File: config.mk
export PLATFORM = sky130hd
export DESIGN_NAME = gpio_irq_ctrl
export DESIGN_NICKNAME = d
export VERILOG_FILES = /design/src/rtl/gpio_irq_pkg.sv /design/src/rtl/gpio_irq_sync.sv /design/src/rtl/gpio_irq_bank.sv /design/src/rtl/gpio_irq_prio.sv /design/src/rtl/gpio_irq_ctrl.sv
export SDC_FILE = /design/constraint.sdc
export NUM_CORES = 1
export LEC_CHECK = 0
export BUFFER_PORTS_ARGS = -buffer_cell sky130_fd_sc_hd__buf_2
export CAP_MARGIN = 20
export CELL_PAD_IN_SITES_DETAIL_PLACEMENT = 1
export CELL_PAD_IN_SITES_GLOBAL_PLACEMENT = 2
export CORE_MARGIN = 2
export CORE_UTILIZATION = 34
export DETAILED_ROUTE_END_ITERATION = 12
export PLACE_DENSITY = 0.81
export SLEW_MARGIN = 20
export SYNTH_ARGS = -nofsm -noshare
export SYNTH_HDL_FRONTEND = slang
export SYNTH_SLANG_ARGS = --single-unit
File: constraint.sdc
create_clock -name clk -period 1.8 [get_ports clk]
set_input_delay 0.18 -clock clk [delete_from_list [all_inputs] [get_ports clk]]
set_output_delay 0.18 -clock clk [all_outputs]
set_load 0.03 [all_outputs]
File: src/rtl/gpio_irq_pkg.sv
package gpio_irq_pkg;

  localparam int ADDR_W = 6;

  typedef enum logic [2:0] {
    K_STAT, K_EN, K_TYPE, K_POL, K_HOLD, K_FALL, K_RISE, K_NONE
  } reg_kind_e;

  // Bit 1 of the offset picks the half; bits 5:2 pick the function.
  function automatic reg_kind_e kind_of(input logic [ADDR_W-1:0] a);
    reg_kind_e k;
    if (a[0]) begin
      k = K_NONE;
    end else begin
      case (a[5:2])
        4'h2:    k = K_STAT;
        4'h3:    k = K_EN;
        4'h4:    k = K_TYPE;
        4'h5:    k = K_POL;
        4'h6:    k = K_HOLD;
        4'h8:    k = K_FALL;
        4'h9:    k = K_RISE;
        default: k = K_NONE;
      endcase
    end
    return k;
  endfunction

endpackage

File: src/rtl/gpio_irq_sync.sv
module gpio_irq_sync #(
  parameter int W = 32
) (
  input  logic         clk,
  input  logic         rst_n,
  input  logic [W-1:0] pin_i,
  output logic [W-1:0] cur_o,
  output logic [W-1:0] prev_o
);
  logic [W-1:0] meta_q, cur_q, prev_q;

  always_ff @(posedge clk) begin
    if (!rst_n) begin
      meta_q <= '0;
      cur_q  <= '0;
      prev_q <= '0;
    end else begin
      meta_q <= pin_i;
      cur_q  <= meta_q;
      prev_q <= cur_q;
    end
  end

  assign cur_o  = cur_q;
  assign prev_o = prev_q;
endmodule

File: src/rtl/gpio_irq_bank.sv
module gpio_irq_bank
  import gpio_irq_pkg::*;
#(
  parameter int W = 16
) (
  input  logic         clk,
  input  logic         rst_n,
  input  logic         wr_i,
  input  reg_kind_e    kind_i,
  input  logic [W-1:0] wdata_i,
  input  logic [W-1:0] cur_i,
  input  logic [W-1:0] prev_i,
  output logic [W-1:0] stat_o,
  output logic [W-1:0] en_o,
  output logic [W-1:0] hold_o,
  output logic [W-1:0] clr_o,
  output logic [W-1:0] rd_o
);
  logic [W-1:0] stat_q, en_q, type_q, pol_q, hold_q, fall_q, rise_q;
  logic [W-1:0] edge_ev, lvl_ev, ev, clr, stat_d;

  assign clr = (wr_i && kind_i == K_STAT) ? wdata_i : '0;

  genvar b;
  generate
    for (b = 0; b < W; b++) begin : g_bit
      assign edge_ev[b] = (fall_q[b] & prev_i[b] & ~cur_i[b]) |
                          (rise_q[b] & ~prev_i[b] & cur_i[b]);
      assign lvl_ev[b]  = ~(cur_i[b] ^ pol_q[b]);
      assign ev[b]      = type_q[b] ? edge_ev[b] : lvl_ev[b];
      assign stat_d[b]  = hold_q[b] ? (ev[b] | (stat_q[b] & ~clr[b])) : ev[b];
    end
  endgenerate

  always_ff @(posedge clk) begin
    if (!rst_n) begin
      stat_q <= '0;
      en_q   <= '0;
      type_q <= '0;
      pol_q  <= '0;
      hold_q <= '0;
      fall_q <= '0;
      rise_q <= '0;
    end else begin
      stat_q <= stat_d;
      if (wr_i) begin
        case (kind_i)
          K_EN:    en_q   <= wdata_i;
          K_TYPE:  type_q <= wdata_i;
          K_POL:   pol_q  <= wdata_i;
          K_HOLD:  hold_q <= wdata_i;
          K_FALL:  fall_q <= wdata_i;
          K_RISE:  rise_q <= wdata_i;
          default: ;
        endcase
      end
    end
  end

  always_comb begin
    case (kind_i)
      K_STAT:  rd_o = stat_q;
      K_EN:    rd_o = en_q;
      K_TYPE:  rd_o = type_q;
      K_POL:   rd_o = pol_q;
      K_HOLD:  rd_o = hold_q;
      K_FALL:  rd_o = fall_q;
      K_RISE:  rd_o = rise_q;
      default: rd_o = '0;
    endcase
  end

  assign stat_o = stat_q;
  assign en_o   = en_q;
  assign hold_o = hold_q;
  assign clr_o  = clr;
endmodule

File: src/rtl/gpio_irq_prio.sv
module gpio_irq_prio #(
  parameter int N     = 32,
  localparam int IDXW = $clog2(N)
) (
  input  logic [N-1:0]    req_i,
  output logic            any_o,
  output logic [IDXW-1:0] idx_o
);
  always_comb begin
    idx_o = '0;
    for (int i = N - 1; i >= 0; i--) begin
      if (req_i[i]) idx_o = IDXW'(i);
    end
  end

  assign any_o = |req_i;
endmodule

File: src/rtl/gpio_irq_ctrl.sv
module gpio_irq_ctrl
  import gpio_irq_pkg::*;
#(
  parameter int HALF_W = 16,
  localparam int NPIN  = 2 * HALF_W,
  localparam int VEC_W = $clog2(NPIN)
) (
  input  logic              clk,
  input  logic              rst_n,
  input  logic [NPIN-1:0]   pin_i,
  input  logic              bus_wr_i,
  input  logic [ADDR_W-1:0] bus_addr_i,
  input  logic [HALF_W-1:0] bus_wdata_i,
  output logic [HALF_W-1:0] bus_rdata_o,
  output logic              irq_o,
  output logic              vec_valid_o,
  output logic [VEC_W-1:0]  vec_o
);
  reg_kind_e kind;
  logic      half;
  logic [NPIN-1:0] cur, prev;
  logic [1:0][HALF_W-1:0] stat_w, en_w, hold_w, clr_w, rd_w;
  logic [HALF_W-1:0] stat_lo, stat_hi, en_lo, en_hi, hold_lo, hold_hi, clr_lo, clr_hi;
  logic [NPIN-1:0]  pend;
  logic             any;
  logic [VEC_W-1:0] idx;
  logic             irq_q, vld_q;
  logic [VEC_W-1:0] vec_q;

  assign kind = kind_of(bus_addr_i);
  assign half = bus_addr_i[1];

  gpio_irq_sync #(.W(NPIN)) u_sync (
    .clk(clk), .rst_n(rst_n), .pin_i(pin_i), .cur_o(cur), .prev_o(prev)
  );

  genvar h;
  generate
    for (h = 0; h < 2; h++) begin : g_half
      gpio_irq_bank #(.W(HALF_W)) u_bank (
        .clk     (clk),
        .rst_n   (rst_n),
        .wr_i    (bus_wr_i && (kind != K_NONE) && (half == h[0])),
        .kind_i  (kind),
        .wdata_i (bus_wdata_i),
        .cur_i   (cur[h*HALF_W +: HALF_W]),
        .prev_i  (prev[h*HALF_W +: HALF_W]),
        .stat_o  (stat_w[h]),
        .en_o    (en_w[h]),
        .hold_o  (hold_w[h]),
        .clr_o   (clr_w[h]),
        .rd_o    (rd_w[h])
      );
    end
  endgenerate

  assign stat_lo = stat_w[0];
  assign stat_hi = stat_w[1];
  assign en_lo   = en_w[0];
  assign en_hi   = en_w[1];
  assign hold_lo = hold_w[0];
  assign hold_hi = hold_w[1];
  assign clr_lo  = clr_w[0];
  assign clr_hi  = clr_w[1];

  assign bus_rdata_o = (kind == K_NONE) ? '0 : rd_w[half];

  // Low half sits in the low bits, so a flat lowest-first search gives it priority.
  assign pend = {stat_hi & en_hi, stat_lo & en_lo};

  gpio_irq_prio #(.N(NPIN)) u_prio (.req_i(pend), .any_o(any), .idx_o(idx));

  always_ff @(posedge clk) begin
    if (!rst_n) begin
      irq_q <= 1'b0;
      vld_q <= 1'b0;
      vec_q <= '0;
    end else begin
      irq_q <= any;
      vld_q <= any;
      vec_q <= any ? idx : '0;
    end
  end

  assign irq_o       = irq_q;
  assign vec_valid_o = vld_q;
  assign vec_o       = vec_q;
endmodule

==> results.cfg, run 1 <==
[outcome]
outcome = finished, violations left
violations = negative setup slack

[floorplan]
coreArea_um2 = 39600
num_io_pins = 80
die_h_um = 204
start_util_pct = 34.4
rows = 73
die_x_um = 204
die_area_um2 = 41700

[cts]
path_clk_slew_ns = 0.06
cts_tree = done
clk_latency_ns = 0.56
clk_path_buf_depth = 3
h-tree-depth = 2
numCtsBuffers = 39
cts_root_buf = clkbuf_16
clock-sinks = 326

[drt]
drc = 0
ant_nets = 0
viasPerCell = 5.54
vias = 13000
wl_um = 52700
first_pass_iters = 5
wl_per_cell_um = 22.4
drt_iter0_markers = 968

[finish]
final_cells = 2354
area_growth_pct = 37.2
final_nets = 1855
drive_above_1_share_pct = 26.5
post-route-util_pct = 47.1

[setup_path]
critPathBufInv = 2
crit_start = g_half[0].u_bank.type_q[8]
r2r_end = vec_o[2]
ff2ff_setup_slack_ns = -0.11
worstPathCellList = and3_4 > a2111oi_4 > buf_4 > and3_4 > a31oi_4 > buf_6
start_kind = register
crit_cells = 6
cp_top_family = simple AND/OR/NAND/NOR gates
crit_type = reg -> out
endpoint = bus_rdata_o[8]
cp_slowest_cell = dfxtp_2
crit_top_cell = and3_4
r2r-start = g_half[0].u_bank.en_o[7]
arrival_ns = 1.92
end_kind = output port
worst_path_largest_cell_delay_ns = 0.34
reg2regPathDepth = 6
worst-path-max-fanout = 2
required_ns = 1.62

[logic_synthesis]
synth_seq_cells = 326
synth_top_family_by_area = simple AND/OR/NAND/NOR gates
synth-edff-count = 0
synth-main-ff-cell = dfxtp_1
syn-num-nets = 1602
synthXorXnorAreaFrac_pct = 2.06
async_reset_ff_share_pct = 0
synth_mux_area_share_pct = 0
syn_inst = 1545
netlist_area_um2 = 13600
synth_fa_ha_area_share_pct = 0
synth_compound_area_share_pct = 22.5
yosys.area_share.simple_pct = 22.8
avgSynthCellArea_um2 = 8.82
synth_cell_types = 51
yosysSeqAreaShare_pct = 47.9
yosys_warnings = 0

[global_route]
grt_max_degree = 121
antenna_found_initial = 1
globalRoute.totalOverflow = 0
grt_pass1_wl_um = 77900
grt_pass1_vias = 13000
grt_use_total_pct = 24.5

[sta]
fin_ws_ns = -0.304
clock_skew_ns = 0.0216
maxSlewViolCount = 0
setup_violations = 20
rsz0062_at_grt = yes
clock.fmax_mhz = 475
hold_viol_final = 0
relSlewSlack_pct = 61.8
post-route-period-util_pct = 117
worst_pin_slew_ns = 0.572
fin_crit_ns = 2.10

[pwr]
ir_worst_vdd_mv = 0.545
leakage_nw = 7.33
p_per_area_nw_per_um2 = 903

[placement]
io_buffers = 79
place_ws_ns = -0.328
gp_congestion = 0.877
hpwl_um = 35400
place_inst = 2215

[flow_run]
maxCapViolCount = 0

[min_path]
hold_path_class = in -> reg
==> kinds of logic after synthesis <==
logic type / after synthesis
AND/OR/NAND/NOR: 560
flip-flops: 326
AO/OA/AOI/OAI: 498
buffers and inverters: 129
XOR/XNOR: 32
==> state kept, by name, indices dropped and copies added, names as in the netlist <==
signal / count
g_half.u_bank.en_o: 32
g_half.u_bank.fall_q: 32
g_half.u_bank.hold_o: 32
g_half.u_bank.pol_q: 32
g_half.u_bank.rise_q: 32
g_half.u_bank.stat_o: 32
g_half.u_bank.type_q: 32
u_sync.cur_o: 32
u_sync.meta_q: 32
u_sync.prev_o: 32
vec_o: 5
vec_valid_o: 1
==> worst min path at each step <==
stage	to	depth (start not counted)	slack, ns	startpoint
floorplan	u_sync.meta_q[0]	1	0.31	pin_i[0]
global placement	u_sync.meta_q[0]	2	0.39	pin_i[0]
detailed placement	u_sync.meta_q[31]	2	0.39	pin_i[31]
CTS	g_half[0].u_bank.stat_o[1]	3	0.006	bus_wdata_i[1]
global route	g_half[1].u_bank.stat_o[9]	3	0.04	bus_wdata_i[9]
finish	g_half[0].u_bank.stat_o[6]	3	0.02	bus_wdata_i[6]
==> repair_timing <==
item                                    4_1_cts  5_1_grt
pin swaps                                    34       38
hold buffers                                 33        0
gates cloned                                  3        2
gates resized for setup                     120       67
buffers inserted                             20       18
endpoints found under the setup margin       20       20
endpoints found under the hold margin        33        0
==> per-layer routing <==
layer  global-route usage, %  routed length [um]  part of all wire (%)  up-vias
met5                       0                   0                     0        -
met4                    8.44                1610                   3.1        0
met2                    40.0               24300                    46      384
met1                    32.3               23900                    45     6440
met3                    4.59                2980                   5.7       96
li1                        -                   -                     -     6123
==> tightest hold or removal path, delay by kind of cell <==
| kind | cells | cell delay (ns) |
|---|---|---|
| AO/OA/AOI/OAI | 2 | 0.23 |
| buffers and inverters | 1 | 0.13 |
==> power by group <==
group	internal, W	leakage [nW]	switching, W	total, W
registers	0.00736	2.66	0.0000988	0.00746
logic	0.000508	3.99	0.000687	0.00119
clock network	0.00498	0.670	0.00325	0.00823
==> cell type report <==
type | instances | area, um2
Sequential cell | 326 | 6560
Inverter | 1 | 3.75
Timing Repair Buffer | 340 | 3200
Clock inverter | 18 | 209
Multi-Input combinational cell | 1090 | 6920
Fill cell | 4478 | 21000
Clock buffer | 52 | 1130
Tap cell | 525 | 657
Antenna cell | 2 | 5.00
==> per-stage QoR <==
step | setup TNS [ns] | power (W) | hold slack (ns) | area [um2]
after detailed placement | -54.16 | 0.00861 | 0.390 | 16000
after global routing | -3.55 | 0.0174 | 0.0368 | 18700
after global placement | -45.75 | 0.00860 | 0.386 | 16000
after CTS | -2.99 | 0.0170 | 0.00582 | 18300
final | -2.82 | 0.0169 | 0.0243 | 18700
after floorplan | -0.135 | 0.00809 | 0.307 | 13700
==> layout by cell type, fill, tap and decap left out, types with 4 or more instances in the layout <==
cell type      count
xor2_1            32
nand2_1          146
a22o_1            25
dfxtp_1          300
buf_6             43
nand4b_4           6
a221oi_2           7
buf_4            164
and2_4             4
dfxtp_2           25
nand3b_1          32
dlygate4sd3_1     33
buf_2             57
nand4_4            4
clkbuf_8           8
and2_1            99
nand4_1           13
bufinv_16          4
a22oi_2           13
buf_8              5
a22o_4             4
a31o_2             6
o21ai_0          101
a31oi_1            4
a21oi_1           42
a22oi_1           60
a31oi_4            6
clkbuf_1           4
o21ai_1          159
clkinv_2          11
o21a_1            40
a211oi_2           4
buf_12            33
clkbuf_16         42
nand3_1          223
nor3_4             6
==> synthesized netlist by cell type, types with 2 or more instances <==
master	n	area share (%)
clkbuf_1	48	1.3
buf_6	7	0.58
o211ai_1	3	0.17
a31oi_1	10	0.46
buf_2	42	1.5
and2_1	102	4.7
nor3b_4	2	0.28
a211oi_1	5	0.28
dfxtp_1	326	48
a22o_1	29	1.9
nand4_1	13	0.60
nor2_1	4	0.11
nor3_1	9	0.33
and2_2	2	0.11
a21oi_1	43	1.6
nand4b_4	6	1.0
nand4_4	4	0.62
nand3b_1	32	1.8
o31a_1	3	0.19
nand3_1	225	8.3
and3_1	4	0.18
xor2_1	32	2.1
o21a_1	40	2.2
o21ai_1	159	5.8
a22oi_1	73	4.0
buf_4	14	0.77
nand2_1	146	4.0
o21ai_0	101	3.7
a222oi_1	2	0.15
a32oi_1	3	0.19
and4_1	2	0.13
a221oi_1	11	0.71
a31o_2	7	0.45
buf_1	17	0.47
a21o_1	3	0.17
Power figures use the tool's default switching activity.
==> run 2: changes to the inputs <==
Settings changed: PLACE_DENSITY 0.81 to 0.76.
==> run 2 against run 1 <==
The run still ends with negative setup slack left. Critical path depth unchanged. Register-to-register slack worse by 0.02 ns. Combinational power about the same. Utilization up 0.56 points. Count of clock-buffer cells in the layout up 6. Final cell count up 1.1%. Setup slack better by 0.027 ns. Critical endpoint unchanged.
==> results.cfg, run 2 (synthesized netlist as in run 1, its figures left out) <==
[outcome]
outcome = finished, violations left
violations = negative setup slack

[finish]
final_nets = 1883
drive_above_1_share_pct = 28.5
area_growth_pct = 38.9
post-route-util_pct = 47.7
layout_common_cells = dfxtp_1 (291), nand3_1 (216), buf_4 (180)
final_common_cell = dfxtp_1
final_cell_area_um2 = 18900

[min_path]
hp-start = bus_wdata_i[1]
hold_depth = 3
whs_endpoint = g_half[1].u_bank.stat_o[1]
hold_path_class = in -> reg

[placement]
hpwl_um = 35400
gp_congestion = 0.938
place_area_um2 = 15900
io_buffers = 79

[setup_path]
r2r_end = vec_o[0]
worst_path_largest_cell_delay_ns = 0.35
ff2ff_setup_slack_ns = -0.13
cp_slowest_cell = dfxtp_2
crit_type = reg -> out
critPathBufInv = 2
crit_top_cell = and3_4
reg2regPathDepth = 6
cp_top_family = simple AND/OR/NAND/NOR gates
r2r-start = g_half[0].u_bank.stat_o[5]
worst-path-max-fanout = 2
arrival_ns = 1.90
start_kind = register
required_ns = 1.62
worstPathCellList = and3_4 > a2111oi_4 > buf_4 > and3_4 > a31oi_4 > buf_6
end_kind = output port

[sta]
setup_violations = 20
fin_crit_ns = 2.08
hold_viol_final = 0
fin_ws_ns = -0.277
clock.fmax_mhz = 481
tns_ns = -2.86
clock_skew_ns = 0.0188
post-route-period-util_pct = 115
worst_pin_slew_ns = 0.625
rsz0062_at_grt = yes
maxSlewViolCount = 0
relSlewSlack_pct = 58.2

[drt]
ant_nets = 0
first_pass_iters = 5
vias = 13100
drc = 0
wl_um = 53000
drt_iter0_markers = 903
viasPerCell = 5.50
wl_per_cell_um = 22.3

[cts]
h-tree-depth = 2
numCtsBuffers = 39
clock-sinks = 326
path_clk_slew_ns = 0.06
clk_latency_ns = 0.55
clk_path_buf_depth = 3
cts_root_buf = clkbuf_16
cts_tree = done

[floorplan]
rows = 73
die_h_um = 204
start_util_pct = 34.4
die_x_um = 204
coreArea_um2 = 39600
die_area_um2 = 41700
num_io_pins = 80

[pwr]
power_w = 0.0166
ir_worst_vdd_mv = 0.485
p_per_area_nw_per_um2 = 878
leakage_nw = 7.46

[global_route]
antenna_found_initial = 1
grt_pass1_vias = 13100
globalRoute.totalOverflow = 0
grt_use_total_pct = 25.0
grt_pass1_wl_um = 79400
grt_max_degree = 93

[flow_run]
maxCapViolCount = 0
run 2: changes by cell type in the layout (fill, tap and decap cells not counted), sizes merged:
cell,before,now
clkinv,13,8
bufbuf,1,0
dlygate4sd3,33,36
diode,2,1
buf,304,331
clkbuf,54,59
bufinv,4,2
run 2: area by class of cell:
type	count	area (um2)
Fill cell	4498	20700
Multi-Input combinational cell	1090	6990
Sequential cell	326	6580
Timing Repair Buffer	368	3400
Clock buffer	58	1160
Tap cell	525	657
Clock inverter	11	120
Inverter	1	3.75
Antenna cell	1	2.50
run 2: repair_timing:
action / CTS / global route
gates cloned: 6 / 0
setup buffers: 44 / 13
pin swaps: 45 / 38
hold buffers: 36 / 0
endpoints found under the setup margin: 20 / 36
hold endpoints to repair: 45 / 0
gates resized for setup: 170 / 50
run 2: stage by stage:
stage	hold slack (ns)	setup WS [ns]	std cells
global route	0.0421	-0.302	2380
floorplan	0.307	-0.0449	1545
global placement	0.384	-0.261	2218
CTS	0.0198	-0.285	2371
finish	0.0474	-0.277	2380
detailed placement	0.390	-0.333	2218
run 2: metal layers:
metal | routed length (um) | vias up | track usage (%)
met5 | 0 | - | 0
met4 | 1680 | 0 | 8.44
met3 | 2630 | 100 | 3.64
met2 | 24000 | 352 | 40.0
met1 | 24700 | 6463 | 34.4
li1 | - | 6165 | -
run 2: tightest hold or removal path: stages:
cell,delay (ns)
buf_2,0.12
a21oi_1,0.08
o21a_1,0.16
run 2: worst max-delay path by stage:
stage,start,endpoint,depth (start not counted)
CTS,g_half[0].u_bank.type_q[8],bus_rdata_o[8],6
floorplan,bus_addr_i[2],bus_rdata_o[15],8
global placement,bus_addr_i[4],bus_rdata_o[14],9
finish,g_half[0].u_bank.type_q[8],bus_rdata_o[8],6
global route,g_half[0].u_bank.type_q[8],bus_rdata_o[8],6
detailed placement,bus_addr_i[5],bus_rdata_o[5],8
run 2: where the power goes:
group | switching, W | leakage, nW | internal (W)
sequential | 0.000100 | 2.67 | 0.00736
combinational | 0.000683 | 4.16 | 0.000521
clock | 0.00320 | 0.635 | 0.00474
total | 0.00398 | 7.46 | 0.0126
